$ cat src/rtl/gpio_irq_pkg.sv
package gpio_irq_pkg;

    localparam int ADDR_W = 3;

    typedef enum logic [ADDR_W-1:0] {
        REG_ALLOW  = 3'd0,
        REG_BLOCK  = 3'd1,
        REG_MASK   = 3'd2,
        REG_STATUS = 3'd3,
        REG_KIND   = 3'd4,
        REG_SENSE  = 3'd5,
        REG_BOTH   = 3'd6
    } reg_addr_e;

endpackage

$ cat src/rtl/gpio_irq_detect.sv
module gpio_irq_detect #(
    parameter int NPINS = 32
) (
    input  logic [NPINS-1:0] pin_i,
    input  logic [NPINS-1:0] prev_i,
    input  logic [NPINS-1:0] kind_i,
    input  logic [NPINS-1:0] sense_i,
    input  logic [NPINS-1:0] both_i,
    output logic [NPINS-1:0] hit_o
);

    for (genvar g = 0; g < NPINS; g++) begin : g_pin
        logic rise, fall, lvl_hit, edge_hit;

        always_comb begin
            rise     = pin_i[g] & ~prev_i[g];
            fall     = ~pin_i[g] & prev_i[g];
            lvl_hit  = ~kind_i[g] & (pin_i[g] == sense_i[g]);
            if (both_i[g]) begin
                edge_hit = kind_i[g] & (rise | fall);
            end else if (sense_i[g]) begin
                edge_hit = kind_i[g] & rise;
            end else begin
                edge_hit = kind_i[g] & fall;
            end
            hit_o[g] = lvl_hit | edge_hit;
        end
    end

endmodule

$ cat src/rtl/gpio_irq_combine.sv
module gpio_irq_combine #(
    parameter int NPINS = 32
) (
    input  logic [NPINS-1:0] status_i,
    input  logic [NPINS-1:0] mask_i,
    output logic             irq_o
);

    always_comb begin
        irq_o = |(status_i & ~mask_i);
    end

endmodule

$ cat src/rtl/gpio_irq_ctrl.sv
module gpio_irq_ctrl
    import gpio_irq_pkg::*;
#(
    parameter int NPINS = 32
) (
    input  logic             clk,
    input  logic             rst_n,
    input  logic [NPINS-1:0] pin_i,
    input  logic             wr_en_i,
    input  logic [2:0]       wr_addr_i,
    input  logic [NPINS-1:0] wr_data_i,
    input  logic [2:0]       rd_addr_i,
    output logic [NPINS-1:0] rd_data_o,
    output logic             irq_o
);

    typedef struct packed {
        logic [NPINS-1:0] mask;
        logic [NPINS-1:0] status;
        logic [NPINS-1:0] kind;
        logic [NPINS-1:0] sense;
        logic [NPINS-1:0] both;
        logic [NPINS-1:0] prev;
    } state_t;

    localparam state_t RESET_STATE = '{
        mask:   '1,
        status: '0,
        kind:   '0,
        sense:  '0,
        both:   '0,
        prev:   '0
    };

    state_t           st_d, st_q;
    logic [NPINS-1:0] hit;
    logic [NPINS-1:0] clr;
    logic [NPINS-1:0] mask_q, status_q, kind_q, sense_q;

    assign mask_q   = st_q.mask;
    assign status_q = st_q.status;
    assign kind_q   = st_q.kind;
    assign sense_q  = st_q.sense;

    gpio_irq_detect #(.NPINS(NPINS)) i_detect (
        .pin_i   (pin_i),
        .prev_i  (st_q.prev),
        .kind_i  (st_q.kind),
        .sense_i (st_q.sense),
        .both_i  (st_q.both),
        .hit_o   (hit)
    );

    gpio_irq_combine #(.NPINS(NPINS)) i_combine (
        .status_i (st_q.status),
        .mask_i   (st_q.mask),
        .irq_o    (irq_o)
    );

    // Next-state computation
    always_comb begin
        st_d      = st_q;
        st_d.prev = pin_i;
        clr       = '0;
        if (wr_en_i) begin
            case (reg_addr_e'(wr_addr_i))
                REG_ALLOW:  st_d.mask  = st_q.mask & ~wr_data_i;
                REG_BLOCK:  st_d.mask  = st_q.mask | wr_data_i;
                REG_STATUS: clr        = wr_data_i;
                REG_KIND:   st_d.kind  = wr_data_i;
                REG_SENSE:  st_d.sense = wr_data_i;
                REG_BOTH:   st_d.both  = wr_data_i;
                default:    ;
            endcase
        end
        // a fresh event wins over a clear in the same cycle
        st_d.status = (st_q.status & ~clr) | hit;
    end

    always_ff @(posedge clk or negedge rst_n) begin
        if (!rst_n) begin
            st_q <= RESET_STATE;
        end else begin
            st_q <= st_d;
        end
    end

    // Read mux
    always_comb begin
        case (reg_addr_e'(rd_addr_i))
            REG_MASK:   rd_data_o = st_q.mask;
            REG_STATUS: rd_data_o = st_q.status;
            REG_KIND:   rd_data_o = st_q.kind;
            REG_SENSE:  rd_data_o = st_q.sense;
            REG_BOTH:   rd_data_o = st_q.both;
            default:    rd_data_o = '0;
        endcase
    end

endmodule

$ cat config.mk
export PLATFORM = sky130hd
export DESIGN_NAME = gpio_irq_ctrl
export DESIGN_NICKNAME = d
export VERILOG_FILES = /design/src/rtl/gpio_irq_pkg.sv /design/src/rtl/gpio_irq_detect.sv /design/src/rtl/gpio_irq_combine.sv /design/src/rtl/gpio_irq_ctrl.sv
export SDC_FILE = /design/constraint.sdc
export NUM_CORES = 1
export LEC_CHECK = 0
export ABC_AREA = 1
export BUFFER_PORTS_ARGS = -buffer_cell sky130_fd_sc_hd__buf_2
export CAP_MARGIN = 10
export CORE_MARGIN = 3
export CORE_UTILIZATION = 60
export CTS_CLUSTER_DIAMETER = 30
export CTS_CLUSTER_SIZE = 25
export DETAILED_ROUTE_END_ITERATION = 12
export PLACE_DENSITY_LB_ADDON = 0.12
export SYNTH_ARGS = -nofsm -noshare
export SYNTH_HDL_FRONTEND = slang
export SYNTH_SLANG_ARGS = --single-unit
$ cat constraint.sdc
create_clock -name clk -period 1.88 [get_ports clk]
set_clock_uncertainty 0.15 [all_clocks]
set_input_delay 0.376 -clock clk [delete_from_list [all_inputs] [get_ports clk]]
set_output_delay 0.376 -clock clk [all_outputs]
set_load 0.01 [all_outputs]
==> metrics.cfg, run 1 <==
[die]
design.die.area_sq_um = 19600
fp.dieH_microns = 140
start_util_pct = 61.8
die_x_microns = 140
rows = 48
core_sq_um = 17500
io_pins = 106

[power_and_ir_drop]
p_int_mw = 7.91
power_frac_comb_pct = 21.5
clkPwrFrac_pct = 33.2
p_total_mw = 11.5
swShare_pct = 31.4
p_sw_mw = 3.62
seqPwrFrac_pct = 45.4
ir_drop_mv = 0.720
power_leakage_nw = 6.84
power_density_nw_per_um2 = 839

[route]
drtAntennaViolNets = 0
wl_per_cell_microns = 17.5
via_per_inst = 5.73
wl_mm = 31.7
firstDrtPassIters = 6
drt_iter0_markers = 936
drc_errors = 0
vias = 10408

[layout]
final_common_cell = nand2_1
fillCellCount = 1230
final_cell_mix = nand2_1 (393), inv_1 (182), dfrtp_1 (160)
n_antenna_cell = 0
area_growth_pct = 27.3
fin_nets = 1715
drive_above_1_share_pct = 23.3

[setup_path]
path_max_fanout = 3
crit-reg2reg-capture = status_q[9]
cp-end-kind = primary output
ff2ff_path_depth = 6
crit_arrival_ns = 1.78
startpoint_type = flip-flop
crit_type = reg2out
reg2reg_from = st_q[9]
critPathRequiredTime_ns = 1.35
r2r_slack_ns = 0.36

[sta]
fin_crit_sh_pct = 123
drv_slew = 0
finalHoldViolCount = 0
fmax_ghz = 0.433
setup_ws_ns = -0.429
setup_violations = 33
grt_setup_unrepaired = true
min_period_ns = 2.31
tightestPinTransition_ns = 0.442
hold_ws_ns = 0.0300
slew_headroom_pct = 70.6

[worst_hold_path]
hold_path.class = in2reg
min-delay-start = wr_data_i[23]
whs_path_depth = 3

[run_status]
violations = negative setup slack
status = finished with violations

[synthesis]
yosys.area_share.simple_pct = 23.7
synth_area_leader_cell = dfrtp_1
synth_top_area_share_pct = 37.1
synthAdderAreaFrac_pct = 7.42
syn_area_per_cell_sq_um = 7.80
yosysWarningCount = 0
synthCells = 1384
seq_area_frac_synth_pct = 44.9
synth_xor_area_share_pct = 0
synthMuxAreaShare_pct = 0
yosysUniqueCellTypes = 25
syn_nets = 1521
synth_top_family_by_area = simple AND/OR/NAND/NOR gates
synth_seq_cells = 192
synth-compound-area-share_pct = 14.4
syn_area_sq_um = 10800
synth_top_cells_by_area = dfrtp_1 (37%), nand2_1 (15%), o21ai_0 (8.9%), dfstp_2 (7.8%), ha_1 (7.4%)

[clock_network]
h-tree-depth = 4
clk_pin_slew_ns = 0.08
cts_tree = built
clk_latency_ns = 0.44
cts_buffer_depth = 2
cts_buffers = 17
clock_sinks = 192
cts_root_buf = clkbuf_16

[grt]
grt_max_degree = 72
antenna_found_initial = 0
overflow = 0
grt_pass1_vias = 10144
grt_use_total_pct = 31.9
grt_pass1_wl_mm = 50.8

[placed_design]
io_buffers = 105
dp_hpwl_mm = 19.4
gp_congestion = 0.870

[flow_run]
cap_violations = 0

## critical path: stages, from the launching register on
cell and delay [ns]:
dfstp_2 0.56, inv_2 0.04, nand2_1 0.07, o21ai_1 0.08
nor2_2 0.16, nand2_2 0.11, nor2_4 0.12, nand2_2 0.09
buf_6 0.13
## power by group through the flow
stage	sequential [mW]	clock [mW]	combinational [mW]
global placement	5.27	0	1.86
finish	5.23	3.82	2.47
floorplan	5.13	0	1.26
global route	5.29	4.02	2.79
CTS	5.19	3.84	2.22
detailed placement	5.28	0	1.93
## final cells by class
class / instances / area, sq um / share of cell area (%)
tap: 225 / 282 / 2.05
inverter: 198 / 752 / 5.47
clock buffer: 18 / 429 / 3.12
sequential: 192 / 4840 / 35.2
clock inverter: 14 / 179 / 1.30
multi-input combinational: 937 / 5200 / 37.8
timing repair buffer: 232 / 2060 / 15.0
## how the worst max path moves through the flow
stage | start | to | slack, ns | depth (start not counted)
after floorplan | rd_addr_i[0] | rd_data_o[0] | 0.17 | 5
after global placement | rd_addr_i[2] | rd_data_o[18] | -0.15 | 7
after detailed placement | rd_addr_i[1] | rd_data_o[28] | -0.19 | 8
after CTS | flip-flop | irq_o | -0.43 | 8
after global routing | flip-flop | irq_o | -0.51 | 8
final | flip-flop | irq_o | -0.43 | 8
## layer usage
metal	global-route usage (%)	routed length, microns
met5	0	0
met4	12.4	1090
met3	5.63	2500
met2	51.6	15300
met1	43.0	12800
## repair_timing
action / 4_1_cts / 5_1_grt
pin swaps: 34 / 41
gates cloned: 4 / 2
hold endpoints to repair: 193 / 0
buffers inserted: 27 / 20
endpoints found under the setup margin: 33 / 33
hold buffers: 33 / 0
resized for setup: 68 / 122
## metrics by stage
step | cells | utilization, % | setup slack, ns | setup TNS [ns] | instance area (sq um)
after floorplan | 1384 | - | 0.167 | 0 | 10800
after global placement | 1701 | 67.7 | -0.154 | -2.85 | 11800
after detailed placement | 1701 | 67.7 | -0.189 | -3.95 | 11800
after CTS | 1797 | 76.0 | -0.429 | -1.73 | 13300
after global routing | 1816 | 78.6 | -0.507 | -3.81 | 13700
final | 1816 | 78.6 | -0.429 | -2.42 | 13700
## synth_stat cells (all sizes together)
cell / count
buf: 40
nand2: 433
clkbuf: 17
nand3: 35
inv: 198
nor3: 3
nor2: 13
dfstp: 32
a21oi: 33
a21boi: 33
o21ai: 228
dfrtp: 160
nand4: 95
ha: 64
## cell families (layout without fill, tap and decap cells)
kind of cell / Yosys count / in the layout
DFF: 192 / 192
adders and majority gates: 64 / 64
buffers and inverters: 255 / 462
and+or+nand+nor: 579 / 579
AOI/OAI and AO/OA: 294 / 294
Power figures use the tool's default switching activity.
==> inputs of run 2 (changes only) <==
==> constraint.sdc (replaced) <==
create_clock -name clk -period 1.88 [get_ports clk]
set_clock_uncertainty 0.15 [all_clocks]
set_input_delay 0.188 -clock clk [delete_from_list [all_inputs] [get_ports clk]]
set_output_delay 0.188 -clock clk [all_outputs]
set_load 0.01 [all_outputs]
==> run 2 against run 1 <==
Compared with the run above:
- the flow still finishes with violations (negative setup slack)
- setup slack better by 0.25 ns
- final cell count down 1.3%
- largest cell class unchanged
- final area down 5.6%
==> metrics.cfg, run 2 (same netlist as run 1, synthesis figures left out) <==
[run_status]
status = finished with violations
violations = negative setup slack

[sta]
final.setup.tns_ns = -0.179
grt_setup_unrepaired = true
finalHoldViolCount = 0
drv_slew = 0
fmax_ghz = 0.486
slew_headroom_pct = 67.5
tightestPinTransition_ns = 0.487
setup_violations = 1
min_period_ns = 2.06
setup_ws_ns = -0.179
hold_ws_ns = 0.0640
fin_crit_sh_pct = 110

[layout]
final_cells = 1793
post-route-util_pct = 74.3
final_cell_mix = nand2_1 (426), inv_1 (193), o21ai_0 (192)
final_common_cell = nand2_1
drive_above_1_share_pct = 15.1
area_growth_pct = 20.2
final_area_sq_um = 13000
fin_nets = 1692

[route]
firstDrtPassIters = 6
vias = 10031
drtAntennaViolNets = 0
via_per_inst = 5.59
wl_per_cell_microns = 16.2
drc_errors = 0
drt_iter0_markers = 740
wl_mm = 29.0

[placed_design]
gp_congestion = 0.840
dp_hpwl_mm = 18.7
placed_cells = 1689
placed_cell_area_sq_um = 11700
io_buffers = 105
dp_slack_ns = 0.212

[grt]
grt.busiest_layer = met2
grt_pass1_vias = 9722
grt_use_total_pct = 29.8
grt_max_degree = 65
grtUsageMet1_pct = 39.4
overflow = 0
antenna_found_initial = 1
grt_use_met3_pct = 4.54
grt_use_met2_pct = 50.5
grt_pass1_wl_mm = 47.5

[die]
start_util_pct = 61.8
io_pins = 106
core_sq_um = 17500
die_x_microns = 140
rows = 48
fp.dieH_microns = 140
design.die.area_sq_um = 19600

[power_and_ir_drop]
p_total_mw = 10.8
power_leakage_nw = 6.39
ir_drop_mv = 0.746
power_density_nw_per_um2 = 828

[clock_network]
clk_latency_ns = 0.43
cts_buffer_depth = 2
cts_root_buf = clkbuf_16
clock_sinks = 192
clk_pin_slew_ns = 0.07
cts_tree = built
h-tree-depth = 4
cts_buffers = 17

[setup_path]
crit_type = reg2out
startpoint_type = flip-flop
crit_arrival_ns = 1.72
critPathRequiredTime_ns = 1.54
reg2reg_from = st_q[19]
cp-end-kind = primary output
path_max_fanout = 3

[flow_run]
cap_violations = 0

[worst_hold_path]
hold_path.class = in2reg
min-delay-start = wr_addr_i[1]

-- run 2: final cells by class --
cell class / instances / area [sq um]
antenna: 1 / 2.50
clock buffer: 17 / 425
clock inverter: 14 / 124
fill: 1341 / 4500
inverter: 198 / 743
multi-input combinational: 937 / 4940
sequential: 192 / 4840
tap: 225 / 282
timing repair buffer: 209 / 1610
-- run 2: critical path: stages, from the launching register on --
cell and delay (ns):
dfstp_2 0.56, inv_2 0.03, nand2_1 0.04, nand2_1 0.07
nor2_2 0.14, nand2_2 0.10, nor2_2 0.14, nand2_2 0.08
buf_6 0.12
-- run 2: repair_timing --
| action | CTS | global route |
|---|---|---|
| setup endpoints to repair | 1 | 1 |
| endpoints found under the hold margin | 331 | 0 |
| buffers inserted | 1 | 4 |
| hold buffers | 67 | 0 |
| resized for setup | 1 | 14 |
| pin swaps | 4 | 13 |
-- run 2: path summary, 6_finish.rpt --
kind,cells after the start,endpoint,slack [ns]
max in group asynchronous,3,async pin,0.75
worst min-delay path,4,status_q[30],0.06
worst max register to register,6,status_q[19],0.59
worst max-delay path,8,irq_o,-0.18
worst min register to register,2,flip-flop,0.33
min in group asynchronous,2,st_q[4],0.12
-- run 2: per-layer routing --
layer  routed length, microns  part of all wire, %
met1                    12400                   43
met4                      487                  1.7
met5                        0                    0
met2                    14300                   49
met3                     1920                  6.6
-- run 2: where the power goes --
part | internal (mW) | total (mW) | leakage [nW] | switching (mW)
clock network | 1.74 | 3.46 | 0.266 | 1.73
registers | 4.71 | 5.22 | 2.20 | 0.509
logic | 0.859 | 2.07 | 3.92 | 1.21
total | 7.30 | 10.8 | 6.39 | 3.45
